===== config.mk =====
export PLATFORM = sky130hd
export DESIGN_NAME = phantom_clock_port
export DESIGN_NICKNAME = d
export VERILOG_FILES = /design/src/rtl/phantom_clock_port.sv
export SDC_FILE = /design/constraint.sdc
export NUM_CORES = 1
export LEC_CHECK = 0
export BUFFER_PORTS_ARGS = -buffer_cell sky130_fd_sc_hd__buf_4
export CAP_MARGIN = 20
export CORE_UTILIZATION = 40
export DETAILED_ROUTE_END_ITERATION = 10
export PLACE_DENSITY_LB_ADDON = 0.08
export SYNTH_ARGS = -nofsm -noshare
export SYNTH_HDL_FRONTEND = slang
export SYNTH_SLANG_ARGS = --single-unit

===== constraint.sdc =====
create_clock -name clk -period 2.1 [get_ports clk]
set_input_delay 0 -clock clk [delete_from_list [all_inputs] [get_ports clk]]
set_output_delay 0 -clock clk [all_outputs]
set_load 0.05 [all_outputs]

===== src/rtl/phantom_clock_port.sv =====
module phantom_clock_port #(
  parameter int          DW  = 8,
  parameter int          W   = 64,
  parameter logic [63:0] KEY = 64'h5CA3_3AC5_5CA3_3AC5
) (
  input  logic          clk,
  input  logic          rst,
  input  logic          cs,
  input  logic          we,
  input  logic [DW-1:0] wdata,
  output logic [DW-1:0] rdata,
  input  logic [W-1:0]  time_in,
  input  logic          time_load,
  output logic [W-1:0]  time_out
);
  localparam int PW = $clog2(W);

  logic [W-1:0]  image, shr, shr_nxt;
  logic [PW-1:0] ptr;
  logic          in_data, wr_seen;

  wire rd   = cs & ~we;
  wire last = (ptr == PW'(W - 1));

  assign shr_nxt  = {(we ? wdata[0] : shr[0]), shr[W-1:1]};
  assign rdata    = {{(DW-1){1'b0}}, in_data & shr[0]};
  assign time_out = image;

  always_ff @(posedge clk) begin
    if (rst) begin
      image   <= '0;
      shr     <= '0;
      ptr     <= '0;
      in_data <= 1'b0;
      wr_seen <= 1'b0;
    end else begin
      if (time_load) image <= time_in;
      if (cs) begin
        if (!in_data) begin
          if (rd || (wdata[0] != KEY[ptr])) ptr <= '0;
          else if (last) begin
            in_data <= 1'b1;
            ptr     <= '0;
            shr     <= image;
            wr_seen <= 1'b0;
          end else ptr <= ptr + PW'(1);
        end else begin
          shr <= shr_nxt;
          if (we) wr_seen <= 1'b1;
          if (last) begin
            in_data <= 1'b0;
            ptr     <= '0;
            if (wr_seen || we) image <= shr_nxt;
          end else ptr <= ptr + PW'(1);
        end
      end
    end
  end

  assert_read_clears_R4: assert property (@(posedge clk) disable iff (rst)
    (rd && !in_data) |=> (ptr == '0 && !in_data));

  assert_mismatch_clears_R5: assert property (@(posedge clk) disable iff (rst)
    (cs && we && !in_data && wdata[0] != KEY[ptr]) |=> (ptr == '0 && !in_data));

  assert_enter_snapshot_R3: assert property (@(posedge clk) disable iff (rst)
    (cs && we && !in_data && last && wdata[0] == KEY[ptr]) |=> (in_data && shr == $past(image)));

  assert_exit_to_match_R9: assert property (@(posedge clk) disable iff (rst)
    (cs && in_data && last) |=> (!in_data && ptr == '0));

  assert_readonly_keeps_R9: assert property (@(posedge clk) disable iff (rst)
    (cs && !we && in_data && last && !wr_seen && !time_load) |=> $stable(image));

  assert_single_commit_R8: assert property (@(posedge clk) disable iff (rst)
    (in_data && !(cs && last) && !time_load) |=> $stable(image));

  always_comb assert_upper_zero_R6: assert (rdata[DW-1:1] == '0);
endmodule


==> results of run 1 <==
==> kinds of logic after synthesis <==
| group | count (synthesis) | share of synthesized area (%) |
|---|---|---|
| AO/OA/AOI/OAI | 135 | 20.4 |
| XOR/XNOR | 7 | 0.945 |
| adder cells (fa/ha/maj) | 1 | 0.193 |
| buffers and inverters | 69 | 6.33 |
| flip-flops | 137 | 42.3 |
| multiplexers | 131 | 20.4 |
| other | 1 | 0.0578 |
| AND/OR/NAND/NOR | 152 | 9.33 |
==> worst max-delay path, stage by stage, from the launching register on <==
cell and delay [ns]:
dfxtp_1 0.38, ha_4 0.16, nand4_2 0.16, or2_4 0.28, or3_4 0.42, buf_12 0.22
nor2_1 0.16, a211oi_2 0.06
==> through the flow <==
stage	util, %	setup slack (ns)
after global placement	47.9	0.0957
after detailed placement	47.9	0.0280
after CTS	55.8	0.0241
after global routing	56.6	0.0195
after floorplan	-	0.202
final	56.6	0.101
==> cell usage in the layout (no fill, tap or decap), types with 3 or more instances in the layout <==
| cell type | count |
|---|---|
| buf_4 | 136 |
| xor2_1 | 4 |
| bufinv_16 | 4 |
| dlygate4sd3_1 | 63 |
| buf_12 | 7 |
| conb_1 | 7 |
| a21oi_1 | 3 |
| nor2_1 | 128 |
| dfxtp_1 | 135 |
| clkbuf_16 | 20 |
| a211oi_2 | 63 |
| inv_1 | 3 |
| xnor2_1 | 3 |
| clkinv_2 | 4 |
| a211oi_1 | 63 |
| nand2_1 | 6 |
| mux2i_1 | 128 |
| nor2_2 | 8 |
==> cell type report <==
cell class | count | area (um2) | area share, %
flip-flops and latches | 137 | 2750 | 30.5
inverters | 3 | 11.3 | 0.125
clock buffers | 20 | 447 | 4.96
repair buffers | 213 | 1940 | 21.6
multi-input cells | 433 | 3400 | 37.8
clock inverters | 12 | 173 | 1.92
well taps | 216 | 270 | 3.00
==> repair_timing <==
action	CTS	global route
gates cloned	0	3
pin swaps	0	1
endpoints found under the setup margin	1	90
hold endpoints to repair	62	0
resized for setup	1	15
hold buffers	63	0
==> cell usage after synthesis (all sizes together) <==
library cell / n / area share (%)
o211ai: 1 / 0.12
nand3: 1 / 0.077
nand2: 6 / 0.35
mux2: 2 / 0.35
a2111oi: 1 / 0.15
a21oi: 3 / 0.23
nor2b: 2 / 0.19
buf: 41 / 4.7
conb: 1 / 0.058
o21ba: 1 / 0.15
mux4: 1 / 0.35
xor2: 4 / 0.54
mux2i: 128 / 20
or3: 1 / 0.17
and2: 1 / 0.096
a32oi: 1 / 0.14
inv: 3 / 0.17
a21o: 1 / 0.12
nand4: 3 / 0.39
or2: 2 / 0.19
o21ai: 1 / 0.077
a211oi: 126 / 19
clkbuf: 25 / 1.4
nor2: 136 / 7.9
dfxtp: 137 / 42
ha: 1 / 0.19
xnor2: 3 / 0.41
==> path summary, 6_finish.rpt <==
check             slack (ns)         from  cells after the start           end
setup / recovery        0.10       ptr[1]                      7  time_out[43]
hold / removal          0.01  time_in[46]                      3  time_out[46]
setup reg to reg        0.10       ptr[1]                      7  time_out[43]
hold reg to reg         0.50      wr_seen                      2       wr_seen
==> flip-flops by register name, summed over array words and instances (netlist names), named ones only <==
name	flops
in_data	1
time_out	64
ptr	6
shr	64
wr_seen	1
==> power by group through the flow <==
stage | clock, mW | sequential, mW | combinational [mW]
6_report | 3.12 | 2.74 | 0.944
5_1_grt | 3.29 | 2.75 | 1.00
4_1_cts | 3.19 | 2.74 | 0.948
3_5_place_dp | 0 | 2.80 | 0.852
3_3_place_gp | 0 | 2.80 | 0.845
2_1_floorplan | 0 | 3.03 | 0.333
==> per-layer routing <==
layer | up-vias | share of wire (%) | GRT usage, %
met5 | - | 0 | 0
met4 | 0 | 1.3 | 7.34
met3 | 16 | 3.8 | 4.21
met2 | 107 | 48 | 31.0
met1 | 2517 | 46 | 22.6
li1 | 2614 | - | -
==> results.yml, run 1 <==
run_status:
  status: "complete, no violations"
worst_setup_path:
  path_max_fanout: 40
  crit_arrival_ns: 2.29
  path_class: "register to register"
  cp_data_required_time_ns: 2.39
  start_kind: "register"
  end_kind: "register"
floorplan:
  initial_core_util_pct: 40.8
  rows: 46
  core_um2: 15900
  die_w_um: 129
  dieArea_um2: 16700
  die_h_um: 129
  io_pins: 149
cells_and_area:
  layout-drive-gt1-share_pct: 32.2
  synthToLayoutAreaGrowth_pct: 38.7
  nets: 883
  layout.cells.non_filler: 1034
  fin_area_um2: 9000
  diodes: 0
  n_fill_cell: 1458
power_and_ir_drop:
  powerDensity_nw_per_um2: 757
  p_sw_share_pct: 25.0
  p_switching_mw: 1.70
  p_int_mw: 5.11
  comb_power_share_pct: 13.9
  seqPwrFrac_pct: 40.3
  fin_total_pwr_mw: 6.81
  p_leak_nw: 3.55
  clockPowerShare_pct: 45.9
  vdd_drop_max_mv: 0.532
sta:
  final.setup.tns_ns: 0
  maxSlewHeadroom_pct: 61.6
  finClkSkew_ns: 0.00826
  setup_viol: 0
  final-max-slew-violation-count: 0
  grt_setup_unrepaired: "no"
  period_share_pct: 95.2
  period_minus_slack_ns: 2.00
  max_freq_mhz: 500
  worst_pin_slew_ns: 0.575
  final_hold_viol_count: 0
  holdWs_ns: 0.0104
grt:
  gr-total-overflow: 0
  antenna_found_initial: 0
  grt_max_degree: 61
  grtUsageTotal_pct: 18.3
  grt_first_pass_wirelength_um: 24100
  grt_pass1_vias: 4997
clock_network:
  htree_num_levels: 4
  cts_buffers: 17
  clk_pin_slew_worst_paths_ns: 0.06
  cts_sinks: 137
  clock_latency_ns: 0.41
  postCtsSetupRepairBufs: 0
  cts_tree: "built"
  cts-root-buf: "clkbuf_16"
  clock_path_buffers: 2
worst_hold_path:
  hold_class: "input port to register"
placed_design:
  dpl-instance-area_um2: 7610
  placedCellCount: 936
  portBuffers: 134
  place.gp.congestion: 0.772
  dp_hpwl_um: 9320
routing:
  vias: 5254
  first_pass_iters: 4
  wl_per_cell_um: 15.2
  drc: 0
  vias_per_cell: 5.08
  antenna_left: 0
  wl_um: 15700
  drt_iter0_markers: 221
yosys:
  synth_cell_types: 33
  postSynthAreaPerCell_um2: 10.2
  yosysSeqAreaShare_pct: 42.3
  yosysWarningCount: 0
  synthCells: 633
  netlist_area_um2: 6490
  ys_ff_latch: 137
flow_run:
  drv_cap: 0
(Power assumes the default switching activity.)
==> run 2: changes to the inputs <==
CTS_BUF_LIST = sky130_fd_sc_hd__clkbuf_8   (was unset)
==> results.yml, run 2 (synthesis results as in run 1) <==
run_status:
  status: "complete, no violations"
grt:
  antenna_found_initial: 0
  grt_max_degree: 61
  grt_pass1_vias: 5015
  gr-total-overflow: 0
  grtUsageTotal_pct: 18.5
  grt_first_pass_wirelength_um: 24300
cells_and_area:
  n_fill_cell: 1471
  final_cell_mix: "136 x buf_4, 134 x dfxtp_1, 132 x nor2_1, 128 x mux2i_1, 67 x dlygate4sd3_1"
  layout-drive-gt1-share_pct: 31.9
  mostFrequentLayoutCell: "buf_4"
  nets: 890
  final-seq-area_um2: 2750
  synthToLayoutAreaGrowth_pct: 37.0
  multiInputGateArea_um2: 3400
  diodes: 0
  fin_area_um2: 8890
worst_setup_path:
  r2r_start: "ptr[0]"
  start_kind: "register"
  rr_endpoint: "time_out[49]"
  end_kind: "register"
  r2r_slack_ns: 0.11
  reg2reg_depth: 7
  crit_arrival_ns: 2.31
  path_class: "register to register"
  cp_data_required_time_ns: 2.43
  path_max_fanout: 20
floorplan:
  die_h_um: 129
  die_w_um: 129
  dieArea_um2: 16700
  io_pins: 149
  rows: 46
  core_um2: 15900
  initial_core_util_pct: 40.8
routing:
  vias_per_cell: 5.07
  first_pass_iters: 5
  antenna_left: 0
  vias: 5275
  wl_um: 16000
  wl_per_cell_um: 15.4
  drc: 0
  drt_iter0_markers: 219
power_and_ir_drop:
  vdd_drop_max_mv: 0.344
  p_switching_mw: 1.61
  comb_power_share_pct: 15.8
  clockPowerShare_pct: 38.7
  seqPwrFrac_pct: 45.5
  p_sw_share_pct: 26.8
  p_int_mw: 4.40
  powerDensity_nw_per_um2: 676
  p_leak_nw: 3.53
flow_run:
  drv_cap: 0
sta:
  final_hold_viol_count: 0
  grt_setup_unrepaired: "no"
  setup_viol: 0
  holdWs_ns: 0.0649
  worst_pin_slew_ns: 0.577
  max_freq_mhz: 504
  final.setup.tns_ns: 0
  final-max-slew-violation-count: 0
  maxSlewHeadroom_pct: 61.5
  period_share_pct: 94.6
  finClkSkew_ns: 0.0113
  period_minus_slack_ns: 1.99
placed_design:
  dp_hpwl_um: 9320
  dpl-instance-area_um2: 7610
  portBuffers: 134
  place.gp.congestion: 0.772
worst_hold_path:
  hold_class: "input port to register"
  hold_end: "shr[63]"
  min_from: "wdata[0]"
  min_path_cells: 5
clock_network:
  clock_latency_ns: 0.44
  postCtsSetupRepairBufs: 0
  clk_pin_slew_worst_paths_ns: 0.08
  clock_path_buffers: 2
  cts_buffers: 17
  cts_tree: "built"
  cts-root-buf: "clkbuf_8"
  htree_num_levels: 4
  cts_sinks: 137
run 2: critical path: stages, from the launching register on:
cell	delay (ns)
dfxtp_2	0.35
ha_2	0.20
nand4_2	0.16
or2_4	0.28
or3_4	0.44
clkbuf_16	0.25
nor2_1	0.12
a211oi_2	0.05
run 2: layout make-up:
cell class	count	share of cell area [%]
inverters	3	0.127
repair buffers	219	22.9
clock buffers	18	2.79
multi-input cells	434	38.2
flip-flops and latches	137	30.9
clock inverters	14	2.03
well taps	216	3.04
run 2: layer usage:
metal	GRT usage (%)	routed length (um)	vias up
li1	-	-	2642
met1	22.6	7340	2502
met2	31.5	7840	113
met3	4.09	619	18
met4	7.68	216	0
met5	0	0	-
run 2: power by group through the flow:
stage               Clock (mW)  Sequential, mW  Combinational [mW]
CTS                       2.41            2.74               0.954
global route              2.50            2.75                1.01
floorplan                    0            3.03               0.333
finish                    2.33            2.74               0.951
detailed placement           0            2.80               0.852
global placement             0            2.80               0.845
run 2: how the worst max path moves through the flow:
stage                              end  slack, ns  cells past startpoint    from
after global placement    time_out[61]        0.1                      7  ptr[0]
after detailed placement  time_out[59]       0.03                      7  ptr[0]
after global routing           shr[15]      0.009                      8  ptr[0]
after floorplan           time_out[10]       0.20                      8  ptr[0]
after CTS                 time_out[59]      0.002                      7  ptr[0]
final                     time_out[49]       0.11                      7  ptr[0]
run 2: timing repair:
item	4_1_cts	5_1_grt
endpoints found under the hold margin	68	0
setup endpoints to repair	0	114
gates resized for setup	0	16
hold buffers	67	0
run 2: through the flow:
stage | utilization (%) | setup slack [ns] | power [mW] | instances
after detailed placement | 47.9 | 0.0280 | 3.65 | 936
after CTS | 54.8 | 0.00182 | 6.10 | 1035
final | 56.0 | 0.114 | 6.01 | 1041
after global routing | 56.0 | 0.00943 | 6.26 | 1041
after global placement | 47.9 | 0.0957 | 3.64 | 936
after floorplan | - | 0.202 | 3.37 | 639
==> run 3: changes to the inputs <==
BUFFER_PORTS_ARGS = unset   (was -buffer_cell sky130_fd_sc_hd__buf_4)
CELL_PAD_IN_SITES_DETAIL_PLACEMENT = 1   (was unset)
CELL_PAD_IN_SITES_GLOBAL_PLACEMENT = 1   (was unset)
DONT_BUFFER_PORTS = 1   (was unset)
==> results.yml, run 3 (synthesis results as in run 1) <==
power_and_ir_drop:
  p_leak_nw: 2.64
  p_sw_share_pct: 26.1
  powerDensity_nw_per_um2: 798
  vdd_drop_max_mv: 0.377
  p_int_mw: 4.32
  seqPwrFrac_pct: 50.2
  clockPowerShare_pct: 43.3
  comb_power_share_pct: 6.5
  p_switching_mw: 1.52
sta:
  grt_setup_unrepaired: "no"
  period_minus_slack_ns: 2.02
  finClkSkew_ns: 0.00831
  holdWs_ns: -0.379
  final_hold_viol_count: 129
  final-max-slew-violation-count: 0
  max_freq_mhz: 495
  period_share_pct: 96.1
  maxSlewHeadroom_pct: 59.5
  final.setup.tns_ns: 0
  setup_viol: 0
  worst_pin_slew_ns: 0.607
routing:
  drt_iter0_markers: 201
  vias_per_cell: 5.44
  wl_um: 16000
  vias: 4659
  antenna_left: 0
  wl_per_cell_um: 18.7
  first_pass_iters: 4
  drc: 0
worst_setup_path:
  slowest_delay_ns: 0.45
  r2r_start: "ptr[1]"
  cp_data_required_time_ns: 2.43
  r2r_slack_ns: 0.08
  crit_arrival_ns: 2.35
  rr_endpoint: "time_out[6]"
  reg2reg_depth: 7
  start_kind: "register"
  path_max_fanout: 15
  slowest_stage: "or3_4"
  path_class: "register to register"
  critical-path-top-delay-family: "simple AND/OR/NAND/NOR gates"
  path_cells: "ha_4, nand4_2, or2_4, or3_4, clkbuf_16, nor2_1, a211oi_2"
  crit_buf_inv: 1
  end_kind: "register"
clock_network:
  clock_latency_ns: 0.44
  cts_tree: "built"
  cts_buffers: 17
  cts-root-buf: "clkbuf_8"
  htree_num_levels: 4
  cts_sinks: 137
  clk_pin_slew_worst_paths_ns: 0.08
  postCtsSetupRepairBufs: 0
  clock_path_buffers: 2
  hold_buffers: 7
floorplan:
  rows: 46
  initial_core_util_pct: 40.8
  io_pins: 149
  die_w_um: 129
  die_h_um: 129
  core_um2: 15900
  dieArea_um2: 16700
cells_and_area:
  final_cell_mix: "135 x nor2_1, 135 x dfxtp_1, 128 x mux2i_1, 63 x a211oi_2, 63 x a211oi_1"
  layout-drive-gt1-share_pct: 21.1
  diodes: 0
  synthToLayoutAreaGrowth_pct: 12.9
  nets: 705
  fin_area_um2: 7320
grt:
  grt_util_met3_pct: 5.00
  use_met2_pct: 29.9
  grt_max_degree: 132
  gr-total-overflow: 0
  grtUsageMet1_pct: 21.4
  antenna_found_initial: 0
  grtUsageTotal_pct: 17.8
  grt_pass1_vias: 4610
  grt_first_pass_wirelength_um: 23300
  busiest_layer: "met2"
placed_design:
  dpl-instance-area_um2: 6630
  place.gp.congestion: 0.732
  dp_hpwl_um: 9090
  portBuffers: 0
worst_hold_path:
  hold_end: "time_out[14]"
  min_path_cells: 1
  min_from: "rst"
  hold_class: "input port to register"
flow_run:
  drv_cap: 0
run_status:
  failed_checks: "hold timing"
  status: "finished with violations"
==> run 3: changes by cell type in the layout (fill, tap and decap cells not counted), sizes merged <==
| cell | previous run | this run |
|---|---|---|
| dlygate4sd3 | 67 | 7 |
| clkinv | 5 | 4 |
| inv | 6 | 4 |
| buf | 148 | 24 |
| clkinvlp | 2 | 3 |
| bufinv | 4 | 5 |
==> run 3: through the flow <==
stage	worst slack, ns	util [%]	instances	total power [mW]	hold slack (ns)
global route	0.00364	46.1	856	6.05	-0.401
floorplan	0.202	-	639	3.37	0.176
finish	0.0817	46.1	856	5.85	-0.379
global placement	0.0889	41.8	811	3.35	0.0773
CTS	-0.0285	45.1	850	5.90	-0.405
detailed placement	-0.00409	41.8	811	3.36	0.0779
==> run 3: cell type report <==
cell class              count  area [um2]
clock buffers              19         262
clock inverters            13         200
fillers                  1774        8560
inverters                   3        11.3
multi-input cells         434        3400
flip-flops and latches    137        2750
well taps                 216         270
repair buffers             34         435
==> run 3: what timing repair did <==
| item | CTS | global route |
|---|---|---|
| setup endpoints to repair | 7 | 125 |
| gates cloned | 0 | 6 |
| resized for setup | 0 | 12 |
| hold endpoints to repair | 137 | 129 |
| pin swaps | 0 | 1 |
==> run 3: metal layers <==
layer	vias up	part of all wire (%)
li1	2261	-
met1	2278	45
met2	100	48
met3	20	4.9
met4	0	1.8
met5	-	0
==> run 3: how the worst max path moves through the flow <==
stage | start | to | slack (ns) | cells after the start
detailed placement | ptr[0] | time_out[19] | -0.004 | 7
global route | ptr[1] | time_out[59] | 0.004 | 7
finish | ptr[1] | time_out[6] | 0.08 | 7
global placement | ptr[0] | time_out[58] | 0.09 | 7
floorplan | ptr[0] | time_out[10] | 0.20 | 8
CTS | ptr[0] | time_out[19] | -0.03 | 7
==> run 3: power by group through the flow <==
stage / clock network [mW] / registers [mW] / logic, mW
after floorplan: 0 / 3.03 / 0.333
after global placement: 0 / 2.99 / 0.358
after detailed placement: 0 / 3.00 / 0.368
after CTS: 2.58 / 2.93 / 0.384
after global routing: 2.69 / 2.94 / 0.411
final: 2.53 / 2.94 / 0.382
